## src/rtl/ddr_mr_pkg.sv

```systemverilog
package ddr_mr_pkg;

  localparam int BL_LSB  = 0;
  localparam int BL_W    = 3;
  localparam int BT_BIT  = 3;
  localparam int CL_LSB  = 4;
  localparam int CL_W    = 3;
  localparam int TM_BIT  = 7;
  localparam int DLL_BIT = 8;
  localparam int OUT_W   = 4;

  function automatic logic [OUT_W-1:0] burst_len_of(input logic [BL_W-1:0] code);
    case (code)
      3'b001:  burst_len_of = OUT_W'(2);
      3'b010:  burst_len_of = OUT_W'(4);
      3'b011:  burst_len_of = OUT_W'(8);
      default: burst_len_of = '0;
    endcase
  endfunction

  function automatic logic [OUT_W-1:0] lat_half_of(input logic [CL_W-1:0] code);
    case (code)
      3'b010:  lat_half_of = OUT_W'(4);
      3'b110:  lat_half_of = OUT_W'(5);
      3'b011:  lat_half_of = OUT_W'(6);
      default: lat_half_of = '0;
    endcase
  endfunction

endpackage

```

## src/rtl/ddr_mr_cmd_check.sv

```systemverilog
module ddr_mr_cmd_check (
  input  logic clk,
  input  logic rst,
  input  logic cs_n,
  input  logic ras_n,
  input  logic cas_n,
  input  logic we_n,
  input  logic cke,
  input  logic banks_idle,
  input  logic busy_i,
  output logic accept_o,
  output logic err_precond_o,
  output logic err_busy_o
);
  logic cke_q;
  logic any_cmd;
  logic is_mrs;
  logic ready;

  always_comb begin
    any_cmd  = !cs_n && !(ras_n && cas_n && we_n);
    is_mrs   = !cs_n && !ras_n && !cas_n && !we_n;
    ready    = banks_idle && cke && cke_q;
    accept_o = is_mrs && !busy_i && ready;
  end

  always_ff @(posedge clk) begin
    if (rst) begin
      cke_q         <= 1'b0;
      err_precond_o <= 1'b0;
      err_busy_o    <= 1'b0;
    end else begin
      cke_q         <= cke;
      err_precond_o <= is_mrs && !busy_i && !ready;
      err_busy_o    <= any_cmd && busy_i;
    end
  end

  p_flags_exclusive_r2: assert property (@(posedge clk) disable iff (rst)
    err_precond_o |-> !err_busy_o);

endmodule

```

## src/rtl/ddr_mr_write_seq.sv

```systemverilog
module ddr_mr_write_seq #(
  parameter int ADDR_W    = 13,
  parameter int WR_CYCLES = 2
) (
  input  logic              clk,
  input  logic              rst,
  input  logic              accept_i,
  input  logic              tgt_i,
  input  logic [ADDR_W-1:0] addr_i,
  output logic              busy_o,
  output logic              commit_o,
  output logic              tgt_o,
  output logic [ADDR_W-1:0] addr_o
);
  localparam int CNT_W = $clog2(WR_CYCLES + 1);

  logic [CNT_W-1:0] cnt_q;

  always_comb begin
    busy_o   = (cnt_q != '0);
    commit_o = (cnt_q == CNT_W'(1));
  end

  always_ff @(posedge clk) begin
    if (rst) begin
      cnt_q  <= '0;
      tgt_o  <= 1'b0;
      addr_o <= '0;
    end else if (accept_i) begin
      cnt_q  <= CNT_W'(WR_CYCLES);
      tgt_o  <= tgt_i;
      addr_o <= addr_i;
    end else if (cnt_q != '0) begin
      cnt_q  <= cnt_q - CNT_W'(1);
    end
  end

  p_busy_after_accept_r3: assert property (@(posedge clk) disable iff (rst)
    accept_i |=> busy_o);

  p_no_accept_while_busy_r3: assert property (@(posedge clk) disable iff (rst)
    busy_o |-> !accept_i);

  p_pending_stable_r3: assert property (@(posedge clk) disable iff (rst)
    (busy_o && !accept_i) |=> $stable(addr_o) && $stable(tgt_o));

endmodule

```

## src/rtl/ddr_mr_regs.sv

```systemverilog
module ddr_mr_regs
  import ddr_mr_pkg::*;
#(
  parameter int ADDR_W = 13,
  parameter int NUM_MR = 2
) (
  input  logic              clk,
  input  logic              rst,
  input  logic              commit_i,
  input  logic              tgt_i,
  input  logic [ADDR_W-1:0] addr_i,
  output logic [OUT_W-1:0]  burst_len_o,
  output logic              interleave_o,
  output logic [OUT_W-1:0]  lat_half_o,
  output logic              test_mode_o,
  output logic              dll_pulse_o,
  output logic [ADDR_W-1:0] ext_o,
  output logic              programmed_o,
  output logic              reserved_o
);
  localparam int SEL_W = (NUM_MR > 1) ? $clog2(NUM_MR) : 1;

  logic [ADDR_W-1:0] mr_q [NUM_MR];
  logic [OUT_W-1:0]  new_bl;
  logic [OUT_W-1:0]  new_cl;
  logic              base_wr;
  logic [SEL_W-1:0]  sel;

  always_comb begin
    sel     = SEL_W'(tgt_i);
    base_wr = commit_i && (sel == '0);
    new_bl  = burst_len_of(addr_i[BL_LSB +: BL_W]);
    new_cl  = lat_half_of(addr_i[CL_LSB +: CL_W]);
    ext_o   = mr_q[1];
  end

  always_ff @(posedge clk) begin
    if (rst) begin
      for (int i = 0; i < NUM_MR; i++) mr_q[i] <= '0;
    end else if (commit_i) begin
      for (int i = 0; i < NUM_MR; i++)
        if (sel == SEL_W'(i)) mr_q[i] <= addr_i;
    end
  end

  always_ff @(posedge clk) begin
    if (rst) begin
      burst_len_o  <= '0;
      interleave_o <= 1'b0;
      lat_half_o   <= '0;
      test_mode_o  <= 1'b0;
      dll_pulse_o  <= 1'b0;
      programmed_o <= 1'b0;
      reserved_o   <= 1'b0;
    end else begin
      dll_pulse_o <= base_wr && addr_i[DLL_BIT];
      if (base_wr) begin
        burst_len_o  <= new_bl;
        interleave_o <= addr_i[BT_BIT];
        lat_half_o   <= new_cl;
        test_mode_o  <= addr_i[TM_BIT];
        programmed_o <= 1'b1;
        reserved_o   <= (new_bl == '0) || (new_cl == '0);
      end
    end
  end

  p_dll_single_r7: assert property (@(posedge clk) disable iff (rst)
    dll_pulse_o |=> !dll_pulse_o);

  p_hold_r8: assert property (@(posedge clk) disable iff (rst)
    !commit_i |=> $stable(burst_len_o) && $stable(lat_half_o) && $stable(ext_o)
                  && $stable(test_mode_o) && $stable(interleave_o));

  p_bl_legal_r4: assert property (@(posedge clk) disable iff (rst)
    (programmed_o && !reserved_o) |-> (burst_len_o inside {4'd2, 4'd4, 4'd8}));

  p_cl_legal_r6: assert property (@(posedge clk) disable iff (rst)
    (programmed_o && !reserved_o) |-> (lat_half_o inside {4'd4, 4'd5, 4'd6}));

endmodule

```

## src/rtl/ddr_modereg_unit.sv

```systemverilog
module ddr_modereg_unit #(
  parameter int ADDR_W    = 13,
  parameter int BA_W      = 2,
  parameter int WR_CYCLES = 2
) (
  input  logic              clk,
  input  logic              rst,
  input  logic              cs_n,
  input  logic              ras_n,
  input  logic              cas_n,
  input  logic              we_n,
  input  logic              cke,
  input  logic [BA_W-1:0]   ba,
  input  logic [ADDR_W-1:0] addr,
  input  logic              banks_idle,
  output logic              busy,
  output logic [3:0]        burst_len,
  output logic              burst_interleave,
  output logic [3:0]        cas_lat_half,
  output logic              test_mode,
  output logic              dll_reset_pulse,
  output logic [ADDR_W-1:0] ext_mode,
  output logic              programmed,
  output logic              err_precond,
  output logic              err_busy_cmd,
  output logic              reserved_code
);
  logic              accept;
  logic              commit;
  logic              pend_tgt;
  logic [ADDR_W-1:0] pend_addr;

  ddr_mr_cmd_check u_check (
    .clk           (clk),
    .rst           (rst),
    .cs_n          (cs_n),
    .ras_n         (ras_n),
    .cas_n         (cas_n),
    .we_n          (we_n),
    .cke           (cke),
    .banks_idle    (banks_idle),
    .busy_i        (busy),
    .accept_o      (accept),
    .err_precond_o (err_precond),
    .err_busy_o    (err_busy_cmd)
  );

  ddr_mr_write_seq #(.ADDR_W(ADDR_W), .WR_CYCLES(WR_CYCLES)) u_seq (
    .clk      (clk),
    .rst      (rst),
    .accept_i (accept),
    .tgt_i    (ba[0]),
    .addr_i   (addr),
    .busy_o   (busy),
    .commit_o (commit),
    .tgt_o    (pend_tgt),
    .addr_o   (pend_addr)
  );

  ddr_mr_regs #(.ADDR_W(ADDR_W), .NUM_MR(2)) u_regs (
    .clk          (clk),
    .rst          (rst),
    .commit_i     (commit),
    .tgt_i        (pend_tgt),
    .addr_i       (pend_addr),
    .burst_len_o  (burst_len),
    .interleave_o (burst_interleave),
    .lat_half_o   (cas_lat_half),
    .test_mode_o  (test_mode),
    .dll_pulse_o  (dll_reset_pulse),
    .ext_o        (ext_mode),
    .programmed_o (programmed),
    .reserved_o   (reserved_code)
  );

  p_reject_no_busy_r2: assert property (@(posedge clk) disable iff (rst)
    (err_precond && !$past(busy)) |-> !busy);

endmodule

```

## config.mk

```make
export PLATFORM = sky130hd
export DESIGN_NAME = ddr_modereg_unit
export DESIGN_NICKNAME = d
export VERILOG_FILES = /design/src/rtl/ddr_mr_pkg.sv /design/src/rtl/ddr_mr_cmd_check.sv /design/src/rtl/ddr_mr_write_seq.sv /design/src/rtl/ddr_mr_regs.sv /design/src/rtl/ddr_modereg_unit.sv
export SDC_FILE = /design/constraint.sdc
export NUM_CORES = 1
export LEC_CHECK = 0
export BUFFER_PORTS_ARGS = -buffer_cell sky130_fd_sc_hd__buf_2
export CORE_MARGIN = 5
export CORE_UTILIZATION = 50
export CTS_BUF_LIST = sky130_fd_sc_hd__clkbuf_4 sky130_fd_sc_hd__clkbuf_8 sky130_fd_sc_hd__clkbuf_16
export CTS_CLUSTER_DIAMETER = 100
export DETAILED_ROUTE_END_ITERATION = 16
export PLACE_DENSITY_LB_ADDON = 0.2
export SLEW_MARGIN = 20
export SYNTH_ARGS = -nofsm -noshare
export SYNTH_HDL_FRONTEND = slang
export SYNTH_SLANG_ARGS = --single-unit
```

## constraint.sdc

```tcl
create_clock -name clk -period 1.9 [get_ports clk]
set_clock_uncertainty 0.1 [all_clocks]
set_input_delay 0.095 -clock clk [delete_from_list [all_inputs] [get_ports clk]]
set_output_delay 0.095 -clock clk [all_outputs]
set_load 0.05 [all_outputs]
```

==> key figures <==
Run status
  – Status: completed

Power and ir drop
  – Gate power share: 0.099
  – Power Density: 675.8 mW/mm^2
  – Sw Pwr: 364.1 uW
  – Static leakage: 0.0009617 uW
  – Cell Int Power: ~1200 uW
  – Sw frac: 0.2337
  – VDD IR max: 547.1 uV
  – Clk network pwr share: 0.287
  – Reg power frac: 0.615

Drt
  – DR iter-0 viols: 44
  – Final WL: 3.806 mm
  – Routed via count divided by cell count: 4.883
  – DR DRC count: 0
  – Final ANT Viol Nets: 0
  – Wire per inst: 13.54 um
  – Vias: 1372
  – Drt first pass iters: 4

Final layout
  – Finished layout cell area: ~0.0023 sq mm
  – Diode count: 0
  – Layout fillers: 293
  – Layout cells sized above 1: 0.2723
  – Fin nets: 257
  – Final non-filler cell total: around 280
  – Area Overhead vs Synth: 33.16%

Global routing
  – Vias in the first global route: 1422
  – First-pass GRT wire length: 6.120 mm
  – Total track usage: 0.1778
  – Largest net degree at the start of global routing: 39
  – Grt total ovfl: 0
  – Initial antenna violation count: 0

Die
  – Row Count: 21
  – Full die area: 0.004740 sq mm
  – Boundary pin count: 52
  – Width of the die: ~69 um
  – Starting Density: 0.5189
  – Std-Cell Core Area: 0.003337 sq mm
  – Die Ht: approximately 70 um

Clock network
  – Worst skew pair latency: approximately 0.35 ns
  – Clk sinks: 43
  – CTS tree: built
  – Max clock buf depth: 2
  – Post-CTS Setup Repair Bufs: 0
  – Clock Pin Slew Worst Setup and Hold Paths: 0.11 ns
  – H-tree levels: 2
  – Root Driver: clkbuf_4
  – Num CTS Buffers: 5

Setup path
  – Cell Chain, Critical Path: dlygate4sd3_1 -> buf_2 -> nor4_2 -> dlygate4sd3_1 -> nand2_1 -> nor3_1
  – Critical Path End Type: register
  – Worst r2r path cells: 3
  – Worst-path fanout max: 3
  – Crit path launch type: input pin
  – RR Startpoint: u_seq.cnt_q[0]
  – FF-to-FF setup slack: about 0.27 ns
  – Reg-to-reg endpoint: u_regs.burst_len_o[2]
  – Arrival time at the worst endpoint: approximately 1.9 ns
  – Critical path type: in2reg
  – Worst path required time: just over 2 ns
  – Largest stage delay on the critical path: 0.60 ns
  – Crit path max-delay cell type: dlygate4sd3_1
  – Most used cell, CP: dlygate4sd3_1

Yosys
  – Asr flop ratio synth: 0
  – Area contributors post-synth: dfxtp_1 35%, edfxtp_1 23%, nand2b_1 10%, mux2i_1 8.1%, and2_1 4.7%
  – Seq cells post-synth: between 40 and 50
  – Gate Count Post-Synth: between 150 and 200
  – Post-synth top area cell: dfxtp_1
  – Post-Synthesis Mean Instance Area: approximately 11 sq um
  – Share of the synthesized area in the top cell type: 0.3468
  – Cell area after synthesis: 0.001732 sq mm
  – Synth unique cells: 26
  – Ys Warns: 0
  – Top post-synthesis cells by count: 30 x dfxtp_1, 28 x nand2b_1, 14 x mux2i_1
  – Post-synthesis sequential area ratio: 0.5723
  – Post-synth top flop: dfxtp_1
  – Count leader, synth: dfxtp_1
  – Post-synth EDFFs: 13

Timing
  – RSZ-0062 raised after global routing: false
  – Setup TNS: 0 ns
  – Final Hold Fails: 0
  – Final worst slack: between 0.15 and 0.2 ns
  – Hold_ws: 0.3583 ns
  – Setup-failing EPs final: 0
  – Final Slew Violations: 0
  – Achievable frequency: 0.5756 GHz
  – Final period util: 0.9143
  – Min Tclk post-route: approximately 1.7 ns

Run
  – MaxCap Viol Count: 0

Place
  – Routability cong.: 0.7519
  – Dpl cells: 250
  – Place WS: 0.2981 ns
  – DP Wirelength: 2.458 mm
  – Port Buf Inserts: 48
  – Placed Area: 0.002012 sq mm

Worst hold path
  – Worst hold start: u_regs.burst_len_o[3]
  – Hold endpoint: u_regs.burst_len_o[3]
  – Hold Path Class: reg2reg
  – Hold Crit Depth: 2
[how the worst max path moves through the flow]
stage / end / slack [ns] / startpoint / cells after the start
6_report: u_check.err_precond_o / 0.16 / cs_n / 6
5_1_grt: u_check.err_precond_o / 0.09 / cs_n / 6
4_1_cts: u_check.err_precond_o / 0.15 / cs_n / 6
3_5_place_dp: u_regs.burst_len_o[2] / 0.30 / u_seq.cnt_q[0] / 3
3_3_place_gp: u_regs.burst_len_o[1] / 0.35 / u_seq.cnt_q[0] / 3
2_1_floorplan: u_regs.burst_len_o[2] / 0.26 / u_seq.cnt_q[0] / 4
[what timing repair did]
action                     CTS  global route
gates resized for setup      0             1
setup endpoints to repair    0             1
hold endpoints to repair    19             0
hold buffers                23             0
[state kept, by name, summed over array words and instances (netlist names)]
register,count
u_regs.mr_q,13
u_seq.addr_o,13
u_regs.burst_len_o,3
u_regs.lat_half_o,3
u_seq.cnt_q,2
u_check.cke_q,1
u_check.err_busy_o,1
u_check.err_precond_o,1
u_regs.dll_pulse_o,1
u_regs.interleave_o,1
u_regs.programmed_o,1
u_regs.reserved_o,1
u_regs.test_mode_o,1
u_seq.tgt_o,1
[per-stage QoR]
step,total power [uW],util
2_1_floorplan,1062,-
3_3_place_gp,1095,0.6029
3_5_place_dp,1098,0.6029
4_1_cts,1569,0.6892
5_1_grt,1620,0.6910
6_report,1558,0.6910
[layout by cell type (no fill, tap or decap)]
| cell | synthesis | layout |
|---|---|---|
| or3b_1 | 1 | 1 |
| mux2i_1 | 14 | 14 |
| nor3_1 | 2 | 2 |
| clkinv_2 | 0 | 1 |
| buf_2 | 2 | 48 |
| buf_4 | 2 | 5 |
| nor2_1 | 4 | 4 |
| o31a_1 | 1 | 1 |
| dfxtp_1 | 30 | 30 |
| nor3b_1 | 1 | 1 |
| a21oi_1 | 10 | 10 |
| nor2b_1 | 2 | 2 |
| or4b_1 | 2 | 2 |
| nand4b_1 | 3 | 3 |
| nor4_2 | 0 | 1 |
| nor4_1 | 2 | 1 |
| and2_1 | 13 | 13 |
| and3_1 | 3 | 3 |
| conb_1 | 1 | 2 |
| a31o_2 | 1 | 1 |
| edfxtp_1 | 13 | 13 |
| inv_1 | 3 | 3 |
| nand2_1 | 13 | 13 |
| clkbuf_4 | 0 | 7 |
| nand3_1 | 2 | 2 |
| nand2b_1 | 28 | 28 |
| nor3b_2 | 1 | 1 |
| dlygate4sd3_1 | 0 | 23 |
[power groups by stage]
stage	Sequential (uW)	Clock [uW]	Combinational, uW
2_1_floorplan	1020	0	46.3
3_3_place_gp	978	0	117
3_5_place_dp	979	0	119
4_1_cts	958	460	151
5_1_grt	960	496	164
6_report	958	447	154
[metal layers]
metal	up-vias	global-route usage	wire (um)
li1	689	-	-
met5	-	0	0
met1	634	0.1873	1565
met4	0	0.08029	73
met3	8	0.04052	207
met2	41	0.3321	1959
[cell type report]
class,instances,area [sq um],area share
multi-input cells,105,680.7,0.2952
flip-flops and latches,43,991.0,0.4297
repair buffers,76,508.0,0.2203
clock inverters,1,5.005,0.002170
clock buffers,7,52.55,0.02279
well taps,46,57.56,0.02496
inverters,3,11.26,0.004883
[kinds of logic after synthesis]
family,Yosys count,share of synthesized area
and+or+nand+nor,77,0.2652
muxes,14,0.08092
AOI/OAI and AO/OA,12,0.03902
other,1,0.002166
buffers and inverters,14,0.04046
DFF,43,0.5723
[worst max-delay path: cells and delay by family]
kind	cells	cell delay [ns]
AND/OR/NAND/NOR	3	0.54
buffers and inverters	3	1.28
Power figures use the tool's default switching activity.
